--- config.mk ---
export PLATFORM = sky130hd
export DESIGN_NAME = codec_frame_tx
export DESIGN_NICKNAME = d
export VERILOG_FILES = /design/src/rtl/codec_frame_pkg.sv /design/src/rtl/codec_rd_return.sv /design/src/rtl/codec_cap_hold.sv /design/src/rtl/codec_frame_shift.sv /design/src/rtl/codec_frame_tx.sv
export SDC_FILE = /design/constraint.sdc
export NUM_CORES = 1
export LEC_CHECK = 0
export ABC_AREA = 0
export BUFFER_PORTS_ARGS = -buffer_cell sky130_fd_sc_hd__buf_2
export CAP_MARGIN = 40
export CORE_MARGIN = 2
export CORE_UTILIZATION = 55
export CTS_CLUSTER_DIAMETER = 30
export CTS_CLUSTER_SIZE = 24
export DETAILED_ROUTE_END_ITERATION = 10
export MAX_ROUTING_LAYER = met4
export PLACE_DENSITY_LB_ADDON = 0.3
export SYNTH_ARGS = -nofsm -noshare
export SYNTH_HDL_FRONTEND = slang
export SYNTH_SLANG_ARGS = --single-unit
--- constraint.sdc ---
create_clock -name clk -period 1.2 [get_ports clk]
set_input_delay 0.12 -clock clk [delete_from_list [all_inputs] [get_ports clk]]
set_output_delay 0.12 -clock clk [all_outputs]
set_load 0.005 [all_outputs]
--- src/rtl/codec_frame_pkg.sv ---
package codec_frame_pkg;

   localparam int TAG_BITS_DEF   = 16;
   localparam int SLOT_BITS_DEF  = 20;
   localparam int INDEX_BITS_DEF = 7;
   localparam int REG_BITS_DEF   = 16;
   localparam int CAP_BITS_DEF   = 18;
   localparam int FRAME_LEN_DEF  = 256;

   // Flags carried in the top four tag bits, frame-valid first
   typedef struct packed {
      logic frame_ok;
      logic addr_ok;
      logic data_ok;
      logic cap_ok;
   } tag_flags_t;

   localparam int TAG_FLAG_BITS = $bits(tag_flags_t);

endpackage

--- src/rtl/codec_rd_return.sv ---
module codec_rd_return #(
   parameter int IDX_W  = 7,
   parameter int DATA_W = 16,
   parameter int SLOT_W = 20
) (
   input  logic              clk,
   input  logic              rst_n,
   input  logic              sync,
   input  logic              cmd_valid,
   input  logic              cmd_is_read,
   input  logic [IDX_W-1:0]  cmd_index,
   output logic [IDX_W-1:0]  rf_index,
   input  logic [DATA_W-1:0] rf_rdata,
   input  logic [DATA_W-1:0] rf_defmask,
   output logic [SLOT_W-1:0] addr_slot,
   output logic [SLOT_W-1:0] data_slot,
   output logic              rd_ok
);

   localparam int ADDR_PAD = SLOT_W - 1 - IDX_W;
   localparam int DATA_PAD = SLOT_W - DATA_W;

   logic              pend_v_q;
   logic [IDX_W-1:0]  pend_idx_q;
   logic [DATA_W-1:0] keep_q;
   logic [DATA_W-1:0] merged;
   logic [SLOT_W-1:0] data_word;
   logic              new_read;

   assign new_read = cmd_valid && cmd_is_read;
   assign merged   = (rf_rdata & rf_defmask) | (keep_q & ~rf_defmask);
   assign rf_index = pend_idx_q;
   assign rd_ok    = pend_v_q;

   always_ff @(posedge clk) begin
      if (!rst_n) begin
         pend_v_q   <= 1'b0;
         pend_idx_q <= '0;
         keep_q     <= '0;
      end else if (sync) begin
         if (pend_v_q) begin
            keep_q <= merged;
         end
         pend_v_q <= new_read;
         if (new_read) begin
            pend_idx_q <= cmd_index;
         end
      end else if (cmd_valid) begin
         pend_v_q <= cmd_is_read;
         if (cmd_is_read) begin
            pend_idx_q <= cmd_index;
         end
      end
   end

   generate
      if (DATA_PAD == 0) begin : g_data_full
         assign data_word = merged;
      end else begin : g_data_pad
         assign data_word = {merged, {DATA_PAD{1'b0}}};
      end
   endgenerate

   assign addr_slot = pend_v_q ? {1'b0, pend_idx_q, {ADDR_PAD{1'b0}}} : '0;
   assign data_slot = pend_v_q ? data_word : '0;


   one_shot_chk: assert property (@(posedge clk) disable iff (!rst_n)
      (sync && !new_read) |=> !pend_v_q);


   write_cancel_chk: assert property (@(posedge clk) disable iff (!rst_n)
      (cmd_valid && !cmd_is_read) |=> !pend_v_q);


   read_latch_chk: assert property (@(posedge clk) disable iff (!rst_n)
      new_read |=> (pend_v_q && pend_idx_q == $past(cmd_index)));


   keep_undef_chk: assert property (@(posedge clk) disable iff (!rst_n)
      (sync && pend_v_q) |=>
         ((keep_q & ~$past(rf_defmask)) == ($past(keep_q) & ~$past(rf_defmask))));

endmodule

--- src/rtl/codec_cap_hold.sv ---
module codec_cap_hold #(
   parameter int CAP_W  = 18,
   parameter int SLOT_W = 20
) (
   input  logic              clk,
   input  logic              rst_n,
   input  logic              sync,
   input  logic              cap_strobe,
   input  logic [CAP_W-1:0]  cap_sample,
   output logic [SLOT_W-1:0] cap_slot,
   output logic              cap_ok
);

   localparam int CAP_PAD = SLOT_W - CAP_W;

   logic             have_q;
   logic [CAP_W-1:0] samp_q;
   logic [SLOT_W-1:0] just_word;

   always_ff @(posedge clk) begin
      if (!rst_n) begin
         have_q <= 1'b0;
         samp_q <= '0;
      end else begin
         if (cap_strobe) begin
            have_q <= 1'b1;
            samp_q <= cap_sample;
         end else if (sync) begin
            have_q <= 1'b0;
         end
      end
   end

   generate
      if (CAP_PAD == 0) begin : g_cap_full
         assign just_word = samp_q;
      end else begin : g_cap_left
         assign just_word = {samp_q, {CAP_PAD{1'b0}}};
      end
   endgenerate

   assign cap_slot = have_q ? just_word : '0;
   assign cap_ok   = have_q;


   cap_hold_chk: assert property (@(posedge clk) disable iff (!rst_n)
      cap_strobe |=> (have_q && samp_q == $past(cap_sample)));


   cap_drop_chk: assert property (@(posedge clk) disable iff (!rst_n)
      (sync && !cap_strobe) |=> !have_q);

endmodule

--- src/rtl/codec_frame_shift.sv ---
module codec_frame_shift #(
   parameter int FW = 76
) (
   input  logic          clk,
   input  logic          rst_n,
   input  logic          load,
   input  logic [FW-1:0] load_vec,
   output logic          sdata
);

   logic [FW-1:0] sh_q;

   always_ff @(posedge clk) begin
      if (!rst_n) begin
         sh_q <= '0;
      end else if (load) begin
         sh_q <= load_vec;
      end else begin
         sh_q <= {sh_q[FW-2:0], 1'b0};
      end
   end

   assign sdata = sh_q[FW-1];


   shift_step_chk: assert property (@(posedge clk) disable iff (!rst_n)
      !load |=> (sdata == $past(sh_q[FW-2])));

endmodule

--- src/rtl/codec_frame_tx.sv ---
module codec_frame_tx
   import codec_frame_pkg::*;
#(
   parameter int TAG_W     = TAG_BITS_DEF,
   parameter int SLOT_W    = SLOT_BITS_DEF,
   parameter int IDX_W     = INDEX_BITS_DEF,
   parameter int DATA_W    = REG_BITS_DEF,
   parameter int CAP_W     = CAP_BITS_DEF,
   parameter int FRAME_LEN = FRAME_LEN_DEF
) (
   input  logic              clk,
   input  logic              rst_n,
   input  logic              sync,
   input  logic              cmd_valid,
   input  logic              cmd_is_read,
   input  logic [IDX_W-1:0]  cmd_index,
   output logic [IDX_W-1:0]  rf_index,
   input  logic [DATA_W-1:0] rf_rdata,
   input  logic [DATA_W-1:0] rf_defmask,
   input  logic              cap_strobe,
   input  logic [CAP_W-1:0]  cap_sample,
   output logic              sdata
);

   localparam int FW    = TAG_W + 3 * SLOT_W;
   localparam int POS_W = $clog2(FRAME_LEN);
   localparam int TPAD  = TAG_W - TAG_FLAG_BITS;

   generate
      if (IDX_W + 1 >= SLOT_W) begin : g_bad_idx
         $error("index does not fit the address slot");
      end
      if (DATA_W > SLOT_W) begin : g_bad_data
         $error("register width exceeds slot width");
      end
      if (CAP_W > SLOT_W) begin : g_bad_cap
         $error("capture width exceeds slot width");
      end
      if (TAG_W <= TAG_FLAG_BITS) begin : g_bad_tag
         $error("tag slot too narrow");
      end
      if (FRAME_LEN < FW) begin : g_bad_len
         $error("frame shorter than the assembled slots");
      end
   endgenerate

   logic [SLOT_W-1:0] addr_slot;
   logic [SLOT_W-1:0] data_slot;
   logic [SLOT_W-1:0] cap_slot;
   logic              rd_ok;
   logic              cap_ok;
   tag_flags_t        flags;
   logic [TAG_W-1:0]  tag_word;
   logic [FW-1:0]     frame_vec;
   logic [POS_W-1:0]  pos_q;
   logic              seen_q;

   codec_rd_return #(
      .IDX_W  (IDX_W),
      .DATA_W (DATA_W),
      .SLOT_W (SLOT_W)
   ) u_rd (
      .clk         (clk),
      .rst_n       (rst_n),
      .sync        (sync),
      .cmd_valid   (cmd_valid),
      .cmd_is_read (cmd_is_read),
      .cmd_index   (cmd_index),
      .rf_index    (rf_index),
      .rf_rdata    (rf_rdata),
      .rf_defmask  (rf_defmask),
      .addr_slot   (addr_slot),
      .data_slot   (data_slot),
      .rd_ok       (rd_ok)
   );

   codec_cap_hold #(
      .CAP_W  (CAP_W),
      .SLOT_W (SLOT_W)
   ) u_cap (
      .clk        (clk),
      .rst_n      (rst_n),
      .sync       (sync),
      .cap_strobe (cap_strobe),
      .cap_sample (cap_sample),
      .cap_slot   (cap_slot),
      .cap_ok     (cap_ok)
   );

   always_comb begin
      flags.frame_ok = 1'b1;
      flags.addr_ok  = rd_ok;
      flags.data_ok  = rd_ok;
      flags.cap_ok   = cap_ok;
   end

   assign tag_word  = {flags, {TPAD{1'b0}}};
   assign frame_vec = {tag_word, addr_slot, data_slot, cap_slot};

   codec_frame_shift #(
      .FW (FW)
   ) u_shift (
      .clk      (clk),
      .rst_n    (rst_n),
      .load     (sync),
      .load_vec (frame_vec),
      .sdata    (sdata)
   );

   // Bit-time counter, kept apart from the shifter for checking
   always_ff @(posedge clk) begin
      if (!rst_n) begin
         pos_q  <= '0;
         seen_q <= 1'b0;
      end else if (sync) begin
         pos_q  <= '0;
         seen_q <= 1'b1;
      end else if (pos_q != POS_W'(FRAME_LEN - 1)) begin
         pos_q <= pos_q + 1'b1;
      end
   end


   idle_quiet_chk: assert property (@(posedge clk) disable iff (!rst_n)
      !seen_q |-> !sdata);


   frame_mark_chk: assert property (@(posedge clk) disable iff (!rst_n)
      (seen_q && pos_q == '0) |-> sdata);


   tail_zero_chk: assert property (@(posedge clk) disable iff (!rst_n)
      (seen_q && pos_q >= POS_W'(FW)) |-> !sdata);


   tag_low_zero_chk: assert property (@(posedge clk) disable iff (!rst_n)
      (seen_q && pos_q >= POS_W'(TAG_FLAG_BITS) && pos_q < POS_W'(TAG_W)) |-> !sdata);

endmodule

==> impl_results.md <==
- Share of cells above drive strength 1: 0.225
- Fin crit period: 1.16 ns
- Io pins: 71
- Critical path arrival: 1.54 ns
- Footprint of the multi-input gates: 0.00160 mm^2
- Flop2flop setup slack: 0.04 ns
- Synth Cell Area: 0.00412 mm^2
- H-tree Lvls: 4
- DIE WIDTH: 90.6 um
- Syn Area/Cell: 11.3 um^2
- #FFs+latches synth: 117
- Data required, critical path: 1.59 ns
- Cell variety after synth: 20
- Most frequent cells in the layout: dfxtp_1, buf_2, dlygate4sd3_1
- Crit path max fanout: 2
- Reg2Reg Launch Point: u_cap.samp_q[16]
- Fmax: 863 MHz
- Seq/Total Area, Yosys: 0.568
- LEAKAGE: 0.00261 uW
- Hold WC Path Type: input pin to register
- Rel. slew slack: 0.751
- Worst setup startpoint: u_cap.samp_q[16]
- Core box area: 0.00725 mm^2
- Crit start category: register
- FF/Latch Area: 0.00234 mm^2
- Hpwl dp: 4.72 mm
- P&R area growth vs syn: 40.3%
- # rows: 31
- Final period utilization: 0.966
- Yosys warning count: 0
- Crit Path Category: register to register
- Ant diodes: 0
- Largest net degree at the start of global routing: 36
- DIE HEIGHT: 90.6 um
- CTS buffer count: 17
- Final setup vio count: 0
- Syn_nets: 427
- Initial antenna violation count: 0
- Clock sink count: 117
- Commonest non-fill, non-tap cell in the layout: dfxtp_1
- Post-route cell area: 0.00578 mm^2
- Root Driver: clkbuf_8
- Final Max Tran Viols: 0
- Clk slew on worst S/H paths: 0.05 ns
- Initial core utilization: 0.568
- Total negative setup slack: 0 ns
- Worst setup path end: u_cap.samp_q[16]
- Global-route usage over all layers: 0.247
- Vias per cell: 5.11
- Clk_lat worst skew: 0.50 ns
- Clk buf depth: 2
- WL/cell: 15.1 um
- Worst clock skew: 0.00793 ns
- Worst Reg-to-Reg Cells: 3
- Total die area: 0.00820 mm^2
- CP endpoint kind: register
- Vias in the first global route: 3188
- Reg2reg end: u_cap.samp_q[16]
- NumNets Final: 562
- Final hold vios: 0
- DRT antenna net count: 0
- Mapped Cells: 364
- Worst slew pin tran: 0.374 ns
- Peak supply drop: 0.987 mV
- Via count: 3121
- Drt pass-1 iters: 5
- Total wire length: 9.22 mm
- DRC violations left: 0
- First-pass GRT wire length: 15.4 mm
- Outcome: complete, no violations
- Total gr overflow: 0
- TritonCTS clock tree: built
- Fillers: 418
- MaxCap Viol Count: 0
- Initial DRC Count: 177
- Post-Place Cell Area: 0.00451 mm^2
- Post-route core utilization: 0.797
- RSZ-0062 raised after global routing: false
- Pwr per Cell Area: 1730 mW/mm^2
- GPL Wtd Cong: 0.712
- IO buf count: 70
==> layout make-up <==
cell class              instances  share of cell area
clock inverters                13              0.0353
well taps                      99              0.0214
repair buffers                143               0.187
flip-flops and latches        117               0.405
clock buffers                  19              0.0747
multi-input cells             220               0.276
==> critical path: stages (launching register included) <==
cell	delay, ns
dfxtp_1	0.31
mux2i_1	0.13
nor2b_1	0.06
dlygate4sd3_1	0.55
==> layer usage <==
layer  track usage  routed length [um]  vias up
met5             -                   0        -
met4        0.0885                 105        0
met3        0.0701                 420       11
met2         0.398                4740       90
met1         0.296                3950     1486
li1              -                   -     1534
==> cells by family after synthesis <==
| kind of cell | after synthesis | share of synthesized area |
|---|---|---|
| mux | 50 | 0.121 |
| compound gates | 60 | 0.121 |
| flops | 117 | 0.568 |
| buf+inv | 27 | 0.0443 |
| simple gates | 110 | 0.144 |
==> power by group <==
group          internal (uW)  leakage [uW]  switching, uW
Sequential              3970      0.000949           41.7
Combinational            362       0.00136            277
Clock                   3630      0.000300           1720
Total                   7950       0.00261           2040
==> registers in the layout (all words and copies together) (netlist names) <==
signal / count
u_shift.sh_q: 74
u_cap.samp_q: 18
u_rd.keep_q: 16
u_rd.rf_index: 7
u_cap.cap_ok: 1
u_rd.rd_ok: 1
==> synth_stat cells (all sizes together) <==
| cell | instances | area, um^2 |
|---|---|---|
| a22o | 24 | 210 |
| o21a | 9 | 67.6 |
| nand3 | 17 | 85.1 |
| or3b | 1 | 8.76 |
| buf | 16 | 138 |
| mux2i | 50 | 500 |
| o2bb2ai | 16 | 140 |
| nand2 | 33 | 124 |
| a21boi | 8 | 60.1 |
| a21o | 3 | 22.5 |
| nor2b | 20 | 133 |
| clkbuf | 11 | 45.0 |
| and2 | 30 | 188 |
| and3 | 9 | 56.3 |
| dfxtp | 117 | 2340 |
==> stage by stage <==
step | setup slack, ns | instances | power, uW | hold slack, ns
CTS | 0.0274 | 611 | 10000 | 0.0128
global route | 0.00429 | 611 | 10300 | 0.0617
finish | 0.0414 | 611 | 9990 | 0.0428
global placement | 0.0188 | 516 | 4530 | 0.375
detailed placement | -0.0133 | 516 | 4550 | 0.384
floorplan | 0.203 | 364 | 4360 | 0.259
==> worst min-delay path by stage <==
stage / slack [ns] / cells past startpoint / end / start
global route: 0.06 / 3 / u_rd.rd_ok / sync
CTS: 0.01 / 3 / u_rd.rd_ok / sync
global placement: 0.38 / 3 / u_rd.keep_q[10] / rf_rdata[10]
detailed placement: 0.38 / 3 / u_cap.samp_q[5] / cap_sample[5]
floorplan: 0.26 / 2 / u_rd.keep_q[0] / rf_rdata[0]
finish: 0.04 / 3 / u_rd.rd_ok / sync
==> what timing repair did <==
item | CTS | global route
gates resized for setup | 1 | 3
hold buffers | 63 | 0
hold endpoints to repair | 59 | 0
buffers inserted | 0 | 2
setup endpoints to repair | 7 | 25
(Power assumes the default switching activity.)
